$ cat src/rtl/hsync_regen.sv
module hsync_regen #(
  parameter int CW  = 12,
  parameter int LAT = 4
) (
  input  logic clk,
  input  logic rst_n,
  input  logic de_in,
  input  logic hs_in,
  input  logic vs_in,
  output logic hs_out,
  output logic vs_out
);
  localparam logic [CW-1:0] C1   = CW'(1);
  localparam logic [CW-1:0] CMAX = '1;
  localparam logic [CW:0]   ONE  = (CW+1)'(1);
  localparam logic [CW:0]   LATW = (CW+1)'(LAT);

  logic de_q, started, pol, seen, in_pulse, have, po, pw, locked, vs_cap, vs_hold;
  logic [CW-1:0] cnt, pcnt, len, m_off, wcnt, off_nx, wid_nx, off, wid;
  logic [LAT-1:0] dly;

  function automatic logic far(input logic [CW-1:0] a, input logic [CW-1:0] b);
    return ({1'b0, a} > {1'b0, b} + ONE) || ({1'b0, b} > {1'b0, a} + ONE);
  endfunction

  wire de_fall    = de_q & ~de_in;
  wire line_start = de_fall | (cnt == '0);
  wire hs_act     = (hs_in == pol);
  wire lead       = started & ~seen & ~line_start & ~de_in & hs_act;
  wire trail      = in_pulse & ~hs_act;

  wire [CW:0] win_lo = {1'b0, off} + LATW;
  wire [CW:0] win_hi = win_lo + {1'b0, wid};
  wire [CW:0] pos    = {1'b0, cnt};
  wire in_win        = ~line_start & (pos >= win_lo) & (pos < win_hi);

  wire lead_next = locked ? (~line_start & (pos + ONE == win_lo))
                          : ((dly[LAT-2] == pol) & (dly[LAT-1] != pol));

  assign hs_out = locked ? (in_win ? pol : ~pol) : dly[LAT-1];
  assign vs_out = vs_hold;

  always_ff @(posedge clk or negedge rst_n) begin
    if (!rst_n) begin
      de_q <= 1'b0; started <= 1'b0; pol <= 1'b1;
      cnt <= C1; pcnt <= '0; len <= CMAX;
      seen <= 1'b0; in_pulse <= 1'b0; m_off <= '0; wcnt <= '0;
      have <= 1'b0; po <= 1'b0; pw <= 1'b0; off_nx <= '0; wid_nx <= '0;
      locked <= 1'b0; off <= '0; wid <= '0;
      dly <= '0; vs_cap <= 1'b0; vs_hold <= 1'b0;
    end else begin
      de_q <= de_in;
      dly  <= {dly[LAT-2:0], hs_in};

      if (de_fall) begin
        cnt <= C1;
        pcnt <= C1;
        started <= 1'b1;
        pol <= ~hs_in;
        if (started) len <= pcnt;
      end else begin
        cnt <= (cnt == len - C1) ? '0 : cnt + C1;
        if (pcnt != CMAX) pcnt <= pcnt + C1;
      end

      if (line_start) seen <= 1'b0;
      else if (lead)  seen <= 1'b1;

      if (lead) begin
        in_pulse <= 1'b1;
        wcnt <= C1;
        m_off <= cnt;
        vs_cap <= vs_in;
      end else if (trail) begin
        in_pulse <= 1'b0;
      end else if (in_pulse && wcnt != CMAX) begin
        wcnt <= wcnt + C1;
      end

      if (trail) begin
        if (!have) begin
          have <= 1'b1;
          off_nx <= m_off;
          wid_nx <= wcnt;
        end else begin
          if (far(m_off, off_nx)) begin
            if (po) off_nx <= m_off;
            po <= ~po;
          end else po <= 1'b0;
          if (far(wcnt, wid_nx)) begin
            if (pw) wid_nx <= wcnt;
            pw <= ~pw;
          end else pw <= 1'b0;
        end
      end

      if (line_start) begin
        locked <= have;
        off <= off_nx;
        wid <= wid_nx;
      end

      if (lead_next) vs_hold <= vs_cap;
    end
  end
endmodule

$ cat config.mk
export PLATFORM = sky130hd
export DESIGN_NAME = hsync_regen
export DESIGN_NICKNAME = d
export VERILOG_FILES = /design/src/rtl/hsync_regen.sv
export SDC_FILE = /design/constraint.sdc
export NUM_CORES = 1
export LEC_CHECK = 0
export ABC_AREA = 1
export BUFFER_PORTS_ARGS = -buffer_cell sky130_fd_sc_hd__buf_2
export CAP_MARGIN = 20
export CORE_ASPECT_RATIO = 1.75
export CORE_MARGIN = 3
export CORE_UTILIZATION = 30
export DETAILED_ROUTE_END_ITERATION = 10
export SLEW_MARGIN = 0
export SYNTH_ARGS = -nofsm -noshare
export SYNTH_HDL_FRONTEND = slang
export SYNTH_SLANG_ARGS = --single-unit
$ cat constraint.sdc
create_clock -name clk -period 4.17 [get_ports clk]
set_input_delay 0.834 -clock clk [delete_from_list [all_inputs] [get_ports clk]]
set_output_delay 0.834 -clock clk [all_outputs]
set_load 0.02 [all_outputs]
== After elaboration in Yosys (flattened, before gate mapping) ==
Cells that the tools add are included.

* Reductions and logical operators: 13
* Add/subtract/negate cells: 11
* Bitwise logic cells: 19
* Multiply operators: 0
* Div/mod/pow operators: 0
* Multiplexer cells: 22
* Magnitude comparators: 6
* Shift-type cells: 0
* Eq/ne operators: 12

{| class="wikitable"
|+ Operators with widths
! operator !! number
|-
| two-way mux 12 bit || 13
|-
| adder 12 x 1 -> 13 bit (second input constant) || 5
|-
| greater-than comparator 12 x 13 -> 1 bit || 4
|-
| adder 12 x 1 -> 12 bit (second input constant) || 3
|-
| != test 12 bit (second input constant) || 2
|-
| adder 12 x 3 -> 13 bit (second input constant) || 1
|-
| adder 13 x 12 -> 13 bit || 1
|-
| equality test 13 bit || 1
|-
| greater-or-equal comparator 12 x 13 -> 1 bit || 1
|-
| < comparator 12 x 13 -> 1 bit || 1
|-
| equality test 12 bit || 1
|-
| zero test 12 bit || 1
|-
| subtractor 12 x 1 -> 12 bit (second input constant) || 1
|-
| bitwise AND 1 bit || 10
|-
| two-way mux 1 bit || 9
|-
| != test 2 x 1 -> 1 bit (second input constant) || 4
|-
| NOT 1 bit || 8
|-
| nonzero test 2 bit || 4
|-
| AND reduction 2 bit || 3
|-
| AND reduction 3 bit || 2
|-
| equality test 1 bit || 2
|-
| logical OR 1 bit || 2
|-
| != test 2 bit (second input constant) || 1
|-
| logical AND 1 bit || 1
|-
| other kinds (2) || 2
|}

* Bits in read-only memories: 0
* Memories kept: 0
* Bits in latches: 0
* Logic and storage cells: 104
* Flip-flop bits (word level): 123
* Output and inout bits: 2
* RAM bits: 0

== Depth between registers and ports, before layout ==
* Depth after elaboration: 9
* Mapped depth: 23

== Worst setup path after synthesis ==
OpenSTA, ideal clock, no wires.

* Path kind: register to output
* Start point: reg off[2]
* End point: out hs_out
* Stages on the path, launching flop included: 21
* Slack: 0.276 ns
* Arrival time: 3.060 ns
* Data required time: 3.336 ns
* Cell sequence: dfrtp_1 > ha_1 > nand3_1 > xor2_1 > inv_1 > ha_1 > nand2_1 > o21ai_0 > a21oi_1 > o21ai_0 > a21oi_1 > o21bai_1 > xnor2_1 > ha_1 > nand2_1 > nor2_1 > nor2_1 > nand2_1 > nand2_1 > nand3_1 > nand2_1

* Longest elaborated chain between the ends: 6
* Elaborated cells between the ends (all ways): 8
* Those cells by class: add/sub: 2; order compare: 2; mux: 2; bitwise: 2

{| class="wikitable"
|+ RTL lines
! item !! RTL line !! text
|-
| from (decl) || 19 || <nowiki>logic [CW-1:0] cnt, pcnt, len, m_off, wcnt, off_nx, wid_nx, off, wid;</nowiki>
|-
| from (signal assigned) || 99 || <nowiki>off <= off_nx;</nowiki>
|-
| adder 12 x 3 -> 13 bit (*) || 32 || <nowiki>wire [CW:0] win_lo = {1'b0, off} + LATW;</nowiki>
|-
| adder 13 x 12 -> 13 bit or greater-or-equal comparator 12 x 13 -> 1 bit (tied branches) || 33, 35 ||
|-
| < comparator 12 x 13 -> 1 bit or bitwise AND 1 bit (tied branches) || 35 || <nowiki>wire in_win = ~line_start & (pos >= win_lo) & (pos < win_hi);</nowiki>
|-
| bitwise AND 1 bit (*) || 35 ||
|-
| two-way mux 1 bit (*) (2 in a row) || 40 || <nowiki>assign hs_out = locked ? (in_win ? pol : ~pol) : dly[LAT-1];</nowiki>
|-
| to (decl) || 10 || <nowiki>output logic hs_out,</nowiki>
|}

Mark *: on every way between the ends. The rest lies on a longest branch, timed or not.

== Final worst setup path ==
* Start point: reg off[3]
* End point: out hs_out

Same word-level chain as after synthesis.

==> flow_summary.json <==
{
  "status": "finished with violations",
  "violations": "negative setup slack",
  "cts.sinks": 123,
  "slowest_stage": "dfrtp_1",
  "grt_max_degree": 111,
  "vias": 7661,
  "ys_ff_latch": 123,
  "worstSkewPairLatency_ns": 0.43,
  "h-tree-depth": 4,
  "place.port_buffers": 6,
  "power_density_nw_per_um2": 594,
  "routed_wl_um": 23900,
  "cp-start-kind": "register",
  "max_freq_mhz": 228,
  "pre_cts_slack_ns": -0.0223,
  "ys.warnings.count": 0,
  "antenna_found_initial": 0,
  "cp.required_ns": 3.34,
  "max_stage_delay_ns": 0.41,
  "cts-root-buf": "clkbuf_16",
  "r2r-end": "wid_nx[11]$_DFFE_PN0P_",
  "cts.clk_slew.worst_paths_ns": 0.05,
  "globalplace.congestion": 0.976,
  "min_path_type": "in2async",
  "maxCapViolations": 0,
  "hold_buffers": 0,
  "tns_ns": -0.209,
  "num-fill-cells": 3064,
  "hpwl_um": 18300,
  "p_leak_uw": 0.00492,
  "final_common_cell": "nand2_1",
  "worstPathMaxFanout": 4,
  "rows": 82,
  "die-height_um": 232,
  "syn_nets": 1240,
  "slew_violations": 0,
  "fin_crit_sh_pct": 105,
  "synth_area_um2": 8760,
  "route.detailed.wl_per_inst_um": 15.3,
  "syn_to_final_growth_pct": 17.0,
  "setup_viol": 1,
  "timing.rr.start": "wcnt[2]$_DFFE_PN0P_",
  "syn_area_per_cell_um2": 7.67,
  "cts_tree": "yes",
  "grt_pass1_wl_um": 38800,
  "rsz0062_at_grt": "yes",
  "ctsLongestPathBuffers": 2,
  "postRouteAntennaNets": 0,
  "synth.distinct_cells": 43,
  "fin_util_pct": 35.7,
  "drive_gt1_share_pct": 12.5,
  "num_io_pins": 7,
  "syn_inst": 1142,
  "critPathKind": "reg2out",
  "relSlewSlack_pct": 52.4,
  "worstPathArrival_ns": 3.55,
  "end_kind": "output port",
  "cp_cell_sequence": "ha_2 > nand3_4 > xor2_2 > inv_2 > ha_4 > nand2_1 > inv_1 > nand2_1 > nand2_1 > a31oi_2 > nor2_1 > nor2_1 > xor2_1 > ha_1 > a21oi_2 > nor2_2 > nor2_2 > nand2_1 > nand2_1 > nand3_2 > nand2_2 > buf_6",
  "cts_buffers": 17,
  "power.total_uw": 6080,
  "layout_min_cycle_time_ns": 4.38,
  "critPathMostFrequentCell": "nand2_1",
  "nets": 1274,
  "dr.pass1.iters": 4,
  "hold_ws_ns": 0.269,
  "core_um2": 28700,
  "via_per_inst": 4.89,
  "vdd_drop_max_mv": 0.667,
  "skew_ns": 0.0101,
  "layout_common_cells": "309 x nand2_1, 113 x inv_1, 108 x dfrtp_1, 85 x ha_1, 73 x nor2_1",
  "die_area_um2": 31400,
  "path_delay_family": "simple AND/OR/NAND/NOR gates",
  "worst_slack_ns": -0.209,
  "drc": 0,
  "grt_pass1_vias": 7823,
  "drtIter0Drc": 285,
  "grt_usage_pct": 15.8,
  "ys_seq_area_share_pct": 35.3,
  "reg2reg_setup_slack_ns": 0.87,
  "grt_overflow": 0,
  "cp.buffers_inverters": 3,
  "die_w_um": 135,
  "rr_worst_depth": 17,
  "initial_utilization_pct": 30.5,
  "n_antenna_cell": 0,
  "finalHoldViolCount": 0,
  "worstMarginPinSlew_ns": 0.706
}
worst max-delay path by stage:
stage             end  depth (start not counted)                from
5_1_grt        hs_out                         21  off[3]$_DFFE_PN0N_
2_1_floorplan  hs_out                         20  off[2]$_DFFE_PN0N_
3_3_place_gp   hs_out                         21  off[2]$_DFFE_PN0N_
4_1_cts        hs_out                         20  off[3]$_DFFE_PN0N_
6_report       hs_out                         22  off[3]$_DFFE_PN0N_
3_5_place_dp   hs_out                         21  off[3]$_DFFE_PN0N_
registers in the layout, summed over array words and instances, names as in the netlist, 4 cells and up:
| name | count |
|---|---|
| off | 12 |
| wcnt | 12 |
| wid_nx | 12 |
| wid | 12 |
| off_nx | 12 |
| len | 12 |
| m_off | 12 |
| pcnt | 12 |
| dly | 4 |
| cnt | 12 |
cells by family after synthesis:
kind of cell | Yosys count | synth area share [%]
multiplexers | 1 | 0.129
buffers and inverters | 146 | 6.58
AO/OA/AOI/OAI | 139 | 8.61
adder cells (fa/ha/maj) | 93 | 13.4
flip-flops | 123 | 35.3
AND/OR/NAND/NOR | 557 | 27.7
XOR/XNOR | 83 | 8.30
report_power, final:
part           total (µW)  internal (µW)  leakage (µW)  switching [µW]
Clock                1370            845      0.000268             528
Sequential           1780           1450       0.00160             331
Combinational        2930           1080       0.00305            1850
per-stage QoR:
stage | std cells | area, µm²
finish | 1567 | 10200
global route | 1567 | 10200
CTS | 1561 | 9990
detailed placement | 1523 | 9310
global placement | 1523 | 9310
floorplan | 1142 | 8760
metal layers:
| metal | vias up | wire length [µm] | GRT usage (%) |
|---|---|---|---|
| met5 | - | 0 | 0 |
| met4 | 0 | 1430 | 8.76 |
| met3 | 69 | 515 | 2.36 |
| met2 | 109 | 13300 | 30.6 |
| met1 | 3637 | 8720 | 15.5 |
| li1 | 3846 | - | - |
layout make-up:
type                            instances  area (µm²)  share of cell area, %
Clock inverter                          8        71.3                  0.696
Multi-Input combinational cell        873        5360                   52.3
Inverter                              122         458                   4.47
Tap cell                              378         473                   4.61
Sequential cell                       123        3100                   30.2
Timing Repair Buffer                   39         318                   3.10
Clock buffer                           24         472                   4.60
worst register-to-register path, cell delays in order, from the launching register on:
cell	delay, ns
dfrtp_1	0.44
inv_1	0.08
nor3_1	0.37
nand3_1	0.19
nor2_1	0.24
xor2_1	0.24
ha_1	0.27
nand2_1	0.11
nor2_1	0.06
a211oi_1	0.17
nand2_1	0.08
nand2_1	0.06
nand2_1	0.04
nand2_1	0.12
nand3_2	0.28
nand3_2	0.32
nand2_1	0.09
nand2_1	0.07
synthesized netlist by cell type, drive strengths merged:
cell    count  area (µm²)
a21o        2        15.0
a22oi       1        7.51
or2         3        18.8
o211a       1        10.0
a211oi      4        30.0
fa          1        20.0
nand3b      7        52.6
nor4        5        31.3
clkinv      2        7.51
clkbuf     12        45.0
mux2        1        11.3
dfstp      14         368
nor3       29         145
nor2       83         324
o21ai      73         369
ha         92        1150
buf        12        73.8
o22ai       9        56.3
nand3      64         350
nor3b       4        30.0
a31oi       1        6.26
a21oi      41         205
and3        3        18.8
xor2       66         578
o21bai      2        15.0
o211ai      1        7.51
o31ai       1        7.51
dfrtp     109        2730
a221oi      2        17.5
nand2     320        1210
nand4      39         244
o21a        1        7.51
inv       120         450
xnor2      17         149
timing repair:
action | CTS | global route
resized for setup | 21 | 39
pin swaps | 13 | 21
setup buffers | 6 | 5
endpoints found under the setup margin | 1 | 1
No activity file was read; power rests on OpenSTA's default activity.
